$ cat src/rtl/tdm_timing_pkg.sv
package tdm_timing_pkg;
    // Phase of the clock pair: which of the double-rate and common clocks is high
    typedef enum logic [1:0] {
        PH_BOTH_LO = 2'd0,
        PH_BOTH_HI = 2'd1,
        PH_X1_ONLY = 2'd2,
        PH_X2_ONLY = 2'd3
    } phase_e;
endpackage

$ cat src/rtl/tdm_nco.sv
module tdm_nco #(
    parameter int ACC_W = 32
) (
    input  logic             clk,
    input  logic             rst_n,
    input  logic [ACC_W-1:0] word_i,
    output logic             tick_o
);
    logic [ACC_W-1:0] acc_q;
    logic [ACC_W:0]   sum;

    assign sum = {1'b0, acc_q} + {1'b0, word_i};

    always_ff @(posedge clk) begin
        if (!rst_n) begin
            acc_q  <= '0;
            tick_o <= 1'b0;
        end else begin
            acc_q  <= sum[ACC_W-1:0];
            tick_o <= sum[ACC_W];
        end
    end
endmodule

$ cat src/rtl/tdm_phase_fsm.sv
module tdm_phase_fsm
    import tdm_timing_pkg::*;
#(
    parameter int PRESCALE = 4
) (
    input  logic   clk,
    input  logic   rst_n,
    input  logic   tick_i,
    input  logic   rate_hi_i,
    output phase_e phase_o,
    output logic   rise_o
);
    localparam int PW = (PRESCALE > 2) ? $clog2(PRESCALE) : 1;

    phase_e        state_q, state_d;
    logic [PW-1:0] pre_q;
    logic          step;

    assign step = tick_i && (rate_hi_i || (pre_q == PW'(PRESCALE - 1)));

    always_comb begin
        unique case (state_q)
            PH_BOTH_LO: state_d = PH_BOTH_HI;
            PH_BOTH_HI: state_d = PH_X1_ONLY;
            PH_X1_ONLY: state_d = PH_X2_ONLY;
            PH_X2_ONLY: state_d = PH_BOTH_LO;
            default:    state_d = PH_BOTH_LO;
        endcase
    end

    always_ff @(posedge clk) begin
        if (!rst_n)    state_q <= PH_BOTH_LO;
        else if (step) state_q <= state_d;
    end

    always_ff @(posedge clk) begin
        if (!rst_n)      pre_q <= '0;
        else if (step)   pre_q <= '0;
        else if (tick_i) pre_q <= pre_q + 1'b1;
    end

    assign phase_o = state_q;
    assign rise_o  = step && (state_q == PH_BOTH_LO || state_q == PH_X1_ONLY);

    // without a tick in the previous cycle the phase must not move
    assert_hold_no_tick_R8: assert property (@(posedge clk) disable iff (!rst_n)
        !$past(tick_i) |-> $stable(state_q));
endmodule

$ cat src/rtl/tdm_frame_ctr.sv
module tdm_frame_ctr #(
    parameter int LO_X1 = 256,
    parameter int HI_X1 = 1024,
    parameter int WID_W = 2
) (
    input  logic             clk,
    input  logic             rst_n,
    input  logic             rise_i,
    input  logic             rate_req_i,
    input  logic [WID_W-1:0] wid_req_i,
    output logic             rate_act_o,
    output logic             frame_act_o
);
    localparam int LAST_LO = 2 * LO_X1 - 1;
    localparam int LAST_HI = 2 * HI_X1 - 1;
    localparam int CW      = $clog2(2 * HI_X1);

    logic [CW-1:0]    cnt_q;
    logic             rate_q;
    logic [WID_W-1:0] wid_q;
    logic             at_last;

    assign at_last = (cnt_q == (rate_q ? CW'(LAST_HI) : CW'(LAST_LO)));

    always_ff @(posedge clk) begin
        if (!rst_n) begin
            cnt_q  <= CW'(LAST_LO);
            rate_q <= 1'b0;
            wid_q  <= '0;
        end else if (rise_i) begin
            if (at_last) begin
                cnt_q  <= '0;
                rate_q <= rate_req_i;
                wid_q  <= wid_req_i;
            end else begin
                cnt_q  <= cnt_q + 1'b1;
            end
        end
    end

    assign rate_act_o  = rate_q;
    assign frame_act_o = (cnt_q <= {{(CW-WID_W){1'b0}}, wid_q});

    // captured settings move only when a new frame has just begun
    assert_rate_at_start_R7: assert property (@(posedge clk) disable iff (!rst_n)
        !$stable(rate_q) |-> (cnt_q == '0));
    assert_wid_at_start_R7: assert property (@(posedge clk) disable iff (!rst_n)
        !$stable(wid_q) |-> (cnt_q == '0));
    // the count never passes the longest frame
    assert_cnt_range_R4: assert property (@(posedge clk) disable iff (!rst_n)
        cnt_q <= CW'(LAST_HI));
endmodule

$ cat src/rtl/tdm_timing_gen.sv
module tdm_timing_gen
    import tdm_timing_pkg::*;
#(
    parameter int ACC_W    = 32,
    parameter int LO_X1    = 256,
    parameter int HI_X1    = 1024,
    parameter int PRESCALE = 4,
    parameter int WID_W    = 2
) (
    input  logic             clk,
    input  logic             rst_n,
    input  logic [ACC_W-1:0] nco_word_i,
    input  logic             rate_hi_i,
    input  logic             frm_pol_i,
    input  logic [WID_W-1:0] frm_wid_i,
    output logic             tclk_o,
    output logic             tclk2x_o,
    output logic             frm_o
);
    logic   tick;
    logic   rise;
    logic   rate_act;
    logic   frame_act;
    phase_e phase;
    logic   x2_d, x1_d;
    logic   act_q;

    tdm_nco #(.ACC_W(ACC_W)) u_nco (
        .clk    (clk),
        .rst_n  (rst_n),
        .word_i (nco_word_i),
        .tick_o (tick)
    );

    tdm_phase_fsm #(.PRESCALE(PRESCALE)) u_fsm (
        .clk       (clk),
        .rst_n     (rst_n),
        .tick_i    (tick),
        .rate_hi_i (rate_act),
        .phase_o   (phase),
        .rise_o    (rise)
    );

    tdm_frame_ctr #(.LO_X1(LO_X1), .HI_X1(HI_X1), .WID_W(WID_W)) u_frame (
        .clk         (clk),
        .rst_n       (rst_n),
        .rise_i      (rise),
        .rate_req_i  (rate_hi_i),
        .wid_req_i   (frm_wid_i),
        .rate_act_o  (rate_act),
        .frame_act_o (frame_act)
    );

    always_comb begin
        unique case (phase)
            PH_BOTH_LO: begin x2_d = 1'b0; x1_d = 1'b0; end
            PH_BOTH_HI: begin x2_d = 1'b1; x1_d = 1'b1; end
            PH_X1_ONLY: begin x2_d = 1'b0; x1_d = 1'b1; end
            PH_X2_ONLY: begin x2_d = 1'b1; x1_d = 1'b0; end
            default:    begin x2_d = 1'b0; x1_d = 1'b0; end
        endcase
    end

    // Output process: all three outputs leave from flops updated together
    always_ff @(posedge clk) begin
        if (!rst_n) begin
            tclk2x_o <= 1'b0;
            tclk_o   <= 1'b0;
            act_q    <= 1'b0;
            frm_o    <= !frm_pol_i;
        end else begin
            tclk2x_o <= x2_d;
            tclk_o   <= x1_d;
            act_q    <= frame_act;
            frm_o    <= frame_act ~^ frm_pol_i;
        end
    end

    // the common clock moves only on a rising double-rate edge
    assert_x1_on_x2_rise_R3: assert property (@(posedge clk) disable iff (!rst_n)
        !$stable(tclk_o) |-> $rose(tclk2x_o));
    // a frame opens on a joint rising edge of both clocks
    assert_frame_on_rise_R4: assert property (@(posedge clk) disable iff (!rst_n)
        $rose(act_q) |-> ($rose(tclk2x_o) && tclk_o));
endmodule

$ cat config.mk
export PLATFORM = sky130hd
export DESIGN_NAME = tdm_timing_gen
export DESIGN_NICKNAME = d
export VERILOG_FILES = /design/src/rtl/tdm_timing_pkg.sv /design/src/rtl/tdm_nco.sv /design/src/rtl/tdm_phase_fsm.sv /design/src/rtl/tdm_frame_ctr.sv /design/src/rtl/tdm_timing_gen.sv
export SDC_FILE = /design/constraint.sdc
export NUM_CORES = 1
export LEC_CHECK = 0
export CAP_MARGIN = 10
export CORE_ASPECT_RATIO = 0.6
export CORE_UTILIZATION = 30
export DETAILED_ROUTE_END_ITERATION = 6
export HOLD_SLACK_MARGIN = 0.1
export SYNTH_ARGS = -nofsm -noshare
export SYNTH_HDL_FRONTEND = slang
export SYNTH_SLANG_ARGS = --single-unit
$ cat constraint.sdc
create_clock -name clk -period 4.35 [get_ports clk]
set_input_delay 0.6525 -clock clk [delete_from_list [all_inputs] [get_ports clk]]
set_output_delay 0.6525 -clock clk [all_outputs]
set_load 0.03 [all_outputs]
==> results.md, run 1 <==
* Syn_area_per_cell at 8.43 um^2
* Max-slew violations at 0
* Antenna violations before repair at 0
* Worst hold slack at 0.502 ns
* Final min period at 3.12 ns
* Crit Path Max Fanout at 3
* Library cells used by synthesis at between 60 and 70
* Final hold violations at 0
* # Post-CTS Setup Buffers at 0
* Yosys Warn Count at 0
* Worst slew pin tran at 0.706 ns
* Core Area at 11400 um^2
* Leak at 1.81 nW
* CTS resizes at 0
* Crit Path Class: in2reg
* Status: completed
* ANT cells at 0
* Post-DP HPWL at roughly 6400 um
* Clock Path Buffers at 2
* First-pass GRT wire length at about 14000 um
* Area grow syn2layout at 21.0%
* Die area at roughly 12000 um^2
* Hold Crit Depth at 2
* Inst Count DP at just over 600
* Max cap viols at 0
* Largest family of logic cells by synthesized area: compound AO/OA/AOI/OAI gates
* Pre-CTS WS at 0.916 ns
* Critical R2R Capture: u_nco.acc_q[30]$_SDFF_PN0_
* Worst-Skew Late Latency at 0.29 ns
* Max-Slew Margin vs Limit at 0.528
* Hold Path Origin: u_fsm.pre_q[1]$_SDFFE_PP0P_
* Overflow after GRT at 0
* WL met1 at about 4900 um
* Area occupied by multi-input gates at 2350 um^2
* Number of global-route vias before repair at around 2800
* RD Place Congestion at approximately 0.85
* Core Rows at 30
* Largest net degree at the start of global routing at 37
* Final Setup Violations at 0
* CTS buffer count at 5
* Peak VDD IR at between 200 and 300 uV
* Synth Area in Adders at 0.150
* Synth Net Count at 501
* First-pass DRT Iterations at 4
* IO Count at a little over 40
* Clk root buf: clkbuf_16
* IO buf count at 40
* RSZ-0062 raised after global routing: false
* Pwr per Cell Area at about 600 nW/um^2
* GRT Util Overall at 0.145
* Die X-Extent at 142 um
* Most instantiated library cell after synthesis: dfxtp_1
* Startpoint Class: input pin
* H-tree levels at 2
* #FFs+latches synth at 54
* Hold WC Path Type: reg2reg
* Arr. time, crit path at approximately 3.3 ns
* R2r startpoint: u_nco.acc_q[0]$_SDFF_PN0_
* Post-Synthesis Cells at 421
* Async S/R FF share, synth at 0
* Clock Sinks at 54
* DR top layer: met4
* Starting Density at 0.311
* DRT antenna net count at 0
* Routed len/inst at approximately 14 um
* TritonCTS clock tree: built
* Setup TNS at 0 ns
* Post-synthesis simple-gate area fraction at 0.191
* Mux cell area share after synthesis at 0.0141
* Setup crit end kind: flop
* Flop2flop setup slack at between 1.5 and 2 ns
* Post-synthesis xor/xnor area fraction at 0.0839
* Synth Area in Compound Gates at 0.223
* Top post-synthesis cells by count: 54 x dfxtp_1, 50 x nor2_1, 41 x ha_1
* Final-stage net count at between 500 and 600
* Hold endpoint: u_fsm.pre_q[1]$_SDFFE_PP0P_
* DRT iter0 DRCs at between 200 and 300
* Layout cells sized above 1 at 0.0548
* Post-route setup slack at roughly 1.2 ns
* DR vias at 3057
* Layout Skew at about 0.008 ns
* Clock-pin slew on the worst setup and hold paths at 0.07 ns
* Fmax at 321 MHz
* Top cells by area, synth: dfxtp_1 30%, ha_1 14%, nor2_1 5.3%
* R2R depth at 10
* Detail Route met3 WL at approximately 480 um
* Total wire length at about 8400 um
* Yosys top cell by area: dfxtp_1
* Final routed DRC violation total at 0
* Met2 WL at between 2000 and 3000 um
* Fin cells at approximately 620
* Hold buffers post-CTS at 0
* Avg Vias per Cell at ~5.0
* Period utilization at 0.717
* Number of fill cells at between 1000 and 1500
* Die H at about 86 um
* Number of synthesized flops with an enable pin at 0
* Top_reg_cell synth: dfxtp_1
* Req. time, crit path at about 4.5 ns
* Reg area at approximately 1100 um^2
* Syn Std Cell Area at 3550 um^2
* Yosys top cell area share at 0.304
* Sequential element share of the synthesized area at 0.304
[final cells by class]
type                    count  area share
clock buffers               6      0.0323
clock inverters             2      0.0140
inverters                  15      0.0131
multi-input cells         338       0.547
flip-flops and latches     54       0.252
well taps                 160      0.0466
repair buffers             41      0.0950
[through the flow]
stage / total power [W] / cell area (um^2) / util
final: 0.00256 / 4300 / 0.376
after global routing: 0.00278 / 4300 / 0.376
after CTS: 0.00256 / 4300 / 0.376
after detailed placement: 0.00201 / 4100 / 0.359
after global placement: 0.00201 / 4100 / 0.359
after floorplan: 0.00175 / 3550 / -
[kinds of logic after synthesis]
| group | after synthesis |
|---|---|
| flops | 54 |
| buf+inv | 29 |
| fa+ha+maj | 42 |
| compound gates | 120 |
| mux | 5 |
| simple gates | 137 |
| xor+xnor | 34 |
[critical path, cell delays in order]
cell and delay (ns):
clkdlybuf4s50_1 0.41, ha_1 0.23, fa_1 0.43, a21oi_2 0.20, o211ai_1 0.12, or4b_4 0.24, a31oi_2 0.10, o31a_2 0.42
a311oi_2 0.27, xor2_1 0.17, nor2_1 0.05
[cell usage in the layout (no fill, tap or decap), types with 3 or more instances in the layout]
| cell | netlist | routed |
|---|---|---|
| a211oi_1 | 4 | 4 |
| a21o_1 | 18 | 18 |
| a21oi_1 | 33 | 33 |
| a31oi_1 | 4 | 4 |
| and2_1 | 4 | 4 |
| and3_1 | 9 | 9 |
| clkbuf_16 | 0 | 5 |
| clkdlybuf4s50_1 | 0 | 40 |
| dfxtp_1 | 54 | 54 |
| ha_1 | 41 | 41 |
| inv_1 | 14 | 14 |
| mux2i_1 | 5 | 5 |
| nand2_1 | 25 | 25 |
| nand2b_1 | 3 | 3 |
| nand3_1 | 11 | 11 |
| nand4_1 | 5 | 5 |
| nor2_1 | 50 | 50 |
| nor2b_1 | 3 | 3 |
| nor3_1 | 11 | 11 |
| o211ai_1 | 6 | 6 |
| o21a_1 | 3 | 3 |
| o21ai_0 | 26 | 26 |
| xnor2_1 | 14 | 14 |
| xor2_1 | 20 | 20 |
[where the power goes]
part,total (W),internal (W),switching [W]
combinational,0.00134,0.000578,0.000764
clock,0.000532,0.000346,0.000186
sequential,0.000681,0.000637,0.0000447
[metal layers]
layer / track usage / vias to the layer above
met4: 0.0235 / 0
met1: 0.242 / 1390
met5: 0 / -
li1: - / 1583
met3: 0.0309 / 2
met2: 0.182 / 82
[sequential cells by signal (all words and copies together) (netlist names)]
signal and flops:
frm_o 1, tclk2x_o 1, tclk_o 1, u_frame.cnt_q 11, u_frame.rate_act_o 1, u_frame.wid_q 2
u_fsm.phase_o 2, u_fsm.pre_q 2, u_nco.acc_q 32, u_nco.tick_o 1
[how the worst max path moves through the flow]
stage	from	to	slack, ns	cells past startpoint
floorplan	nco_word_i[0]	u_nco.acc_q[30]$_SDFF_PN0_	1.55	10
global placement	nco_word_i[0]	u_nco.acc_q[30]$_SDFF_PN0_	0.96	11
detailed placement	nco_word_i[0]	u_nco.acc_q[30]$_SDFF_PN0_	0.92	11
CTS	nco_word_i[0]	u_nco.acc_q[30]$_SDFF_PN0_	1.24	11
global route	nco_word_i[4]	u_nco.acc_q[23]$_SDFF_PN0_	1.07	10
finish	nco_word_i[0]	u_nco.acc_q[30]$_SDFF_PN0_	1.23	11
Power figures use the tool's default switching activity.
==> run 2, diff against run 1 <==
==> constraint.sdc (replaced) <==
create_clock -name clk -period 2.8 [get_ports clk]
set_input_delay 0.42 -clock clk [delete_from_list [all_inputs] [get_ports clk]]
set_output_delay 0.42 -clock clk [all_outputs]
set_load 0.03 [all_outputs]
==> results.md, run 2 (synthesis gave the netlist of run 1 again) <==
* Max reg flops at 32 (unchanged)
* Met2 Track Usage GR at 0.222 (was 0.182)
* Worst-Skew Late Latency at 0.30 ns (was 0.29 ns)
* ANT cells at 0 (unchanged)
* Tot Pwr at 0.00417 W (was 0.00256 W)
* DRT iter0 DRCs at 228 (was 254)
* GRT Util Overall at 0.160 (was 0.145)
* Core Area at 11400 um^2 (unchanged)
* CTS buffer count at 5 (unchanged)
* Leak at 1.98 nW (was 1.81 nW)
* Die area at 12300 um^2 (unchanged)
* Setup crit end kind: flop (unchanged)
* Critical R2R Capture: u_nco.acc_q[30]$_SDFF_PN0_ (unchanged)
* Starting Density at 0.311 (unchanged)
* Top reg by flops: u_nco.acc_q (unchanged)
* Flop2flop setup slack at 0.29 ns (was 1.74 ns)
* CP startpoint: nco_word_i[10] (was nco_word_i[0])
* Overflow after GRT at 0 (unchanged)
* Commonest non-fill, non-tap cell in the layout: dfxtp_1 (unchanged)
* Final min period at about 2.7 ns
* Req. time, crit path at 2.99 ns (was 4.52 ns)
* First-pass DRT Iterations at 5 (was 4)
* Largest net degree at the start of global routing at 37 (unchanged)
* IO Count at 41 (unchanged)
* Max-slew violations at 0 (unchanged)
* Met3 usage at 0.0376 (was 0.0309)
* Antenna violations before repair at 1 (was 0)
* DR vias at 3266 (was 3057)
* Crit Path Class: in2reg (unchanged)
* Max cap viols at 0 (unchanged)
* Final Setup Violations at 0 (unchanged)
* R2r startpoint: u_nco.acc_q[0]$_SDFF_PN0_ (unchanged)
* Most frequent cells in the layout: 54 x dfxtp_1, 50 x nor2_1, 42 x buf_4 (was 54 x dfxtp_1, 50 x nor2_1, 41 x ha_1)
* R2R depth at 10 (unchanged)
* IO buf count at 40 (unchanged)
* Biggest regs: u_nco.acc_q (32), u_frame.cnt_q (11) (unchanged)
* Grt peak-use layer: met1 (unchanged)
* Die X-Extent at 142 um (unchanged)
* Arr. time, crit path at 2.87 ns (was 3.29 ns)
* Clock Path Buffers at 2 (unchanged)
* Avg Vias per Cell at 4.98 (was 4.96)
* DRT antenna net count at 0 (unchanged)
* Routed len/inst at 13.9 um (was 13.6 um)
* TritonCTS clock tree: built (unchanged)
* Met1 usage at 0.244 (was 0.242)
* RSZ-0062 raised after global routing: false (unchanged)
* H-tree levels at 2 (unchanged)
* Final hold violations at 0 (unchanged)
* Worst slew pin tran at 0.601 ns (was 0.706 ns)
* Startpoint Class: input pin (unchanged)
* Fmax at approximately 370 MHz
* Fin util at 0.401 (was 0.376)
* Max-Slew Margin vs Limit at 0.597 (was 0.528)
* RD Place Congestion at 0.854 (about the same)
* Hold WC Path Type: reg2reg (unchanged)
* Final routed DRC violation total at 0 (unchanged)
* Number of fill cells at 1188 (was 1176)
* Layout Skew at 0.00453 ns (was 0.00778 ns)
* Layout cells sized above 1 at 0.137 (was 0.0548)
* Clk root buf: clkbuf_16 (unchanged)
* First-pass GRT wire length at 15200 um (was 14000 um)
* Clock-pin slew on the worst setup and hold paths at 0.07 ns (about the same)
* Core Rows at 30 (unchanged)
* Die H at 86.3 um (unchanged)
* Final-stage net count at 576 (was 535)
* Number of global-route vias before repair at 3112 (was 2780)
* Crit Path Max Fanout at 4 (was 3)
* Setup crit end: u_nco.acc_q[29]$_SDFF_PN0_ (was u_nco.acc_q[30]$_SDFF_PN0_)
* Post-DP HPWL at 7030 um (was 6400 um)
* Pwr per Cell Area at 910 nW/um^2 (was 595 nW/um^2)
* Peak VDD IR at 415 uV (was 271 uV)
* Status: completed (unchanged)
* Area grow syn2layout at 29.0% (was 21.0%)
* Clock Sinks at 54 (unchanged)
* Hold Crit Depth at 2 (unchanged)
* Total wire length at 9130 um (was 8360 um)
* Period utilization at 0.956
-- run 2: what timing repair did --
item / CTS / global route
gates cloned: 0 / 0
hold endpoints to repair: 0 / 0
hold buffers: 0 / 0
gates resized for setup: 1 / 6
pin swaps: 1 / 9
buffers inserted: 0 / 2
endpoints found under the setup margin: 1 / 6
-- run 2: final cells by class --
class,instances,area [um^2],area share
Tap cell,160,200,0.0437
Timing Repair Buffer,82,718,0.157
Sequential cell,54,1080,0.236
Inverter,15,56.3,0.0123
Clock buffer,5,125,0.0273
Multi-Input combinational cell,338,2380,0.521
Clock inverter,2,15.0,0.00328
-- run 2: worst max-delay path, stage by stage --
cell and delay (ns):
clkdlybuf4s50_1 0.42, ha_1 0.35, a21o_1 0.22, a21oi_1 0.19, or2b_1 0.28, o311a_1 0.43, o211ai_1 0.24, a21oi_1 0.11
o21a_1 0.20
-- run 2: power by group --
part	internal, W	total [W]	leakage (nW)	switching (W)
Clock	0.000327	0.000622	0.0619	0.000295
Combinational	0.00118	0.00248	1.47	0.00130
Sequential	0.000989	0.00106	0.445	0.0000728
Total	0.00250	0.00417	1.98	0.00167
-- run 2: worst min path at each step --
stage	from	to	slack (ns)
finish	u_frame.wid_q[1]$_SDFFE_PN0P_	u_frame.wid_q[1]$_SDFFE_PN0P_	0.50
global route	nco_word_i[0]	u_nco.acc_q[0]$_SDFF_PN0_	0.51
CTS	u_frame.wid_q[1]$_SDFFE_PN0P_	u_frame.wid_q[1]$_SDFFE_PN0P_	0.51
detailed placement	u_frame.wid_q[1]$_SDFFE_PN0P_	u_frame.wid_q[1]$_SDFFE_PN0P_	0.49
global placement	u_frame.wid_q[1]$_SDFFE_PN0P_	u_frame.wid_q[1]$_SDFFE_PN0P_	0.48
floorplan	u_frame.wid_q[1]$_SDFFE_PN0P_	u_frame.wid_q[1]$_SDFFE_PN0P_	0.46
-- run 2: routing by layer --
metal	wire [um]	up-vias
met1	5150	1512
li1	-	1661
met2	3380	80
met4	80	2
met3	509	11
met5	13	-
-- run 2: metrics by stage --
stage	setup slack, ns	cell area, um^2	TNS [ns]	cells	hold WS, ns
global route	0.0353	4580	0	656	0.512
floorplan	0.235	3550	0	421	0.460
global placement	-0.305	4390	-1.80	647	0.477
CTS	0.0361	4530	0	654	0.507
finish	0.124	4580	0	656	0.498
detailed placement	-0.309	4390	-2.18	647	0.489
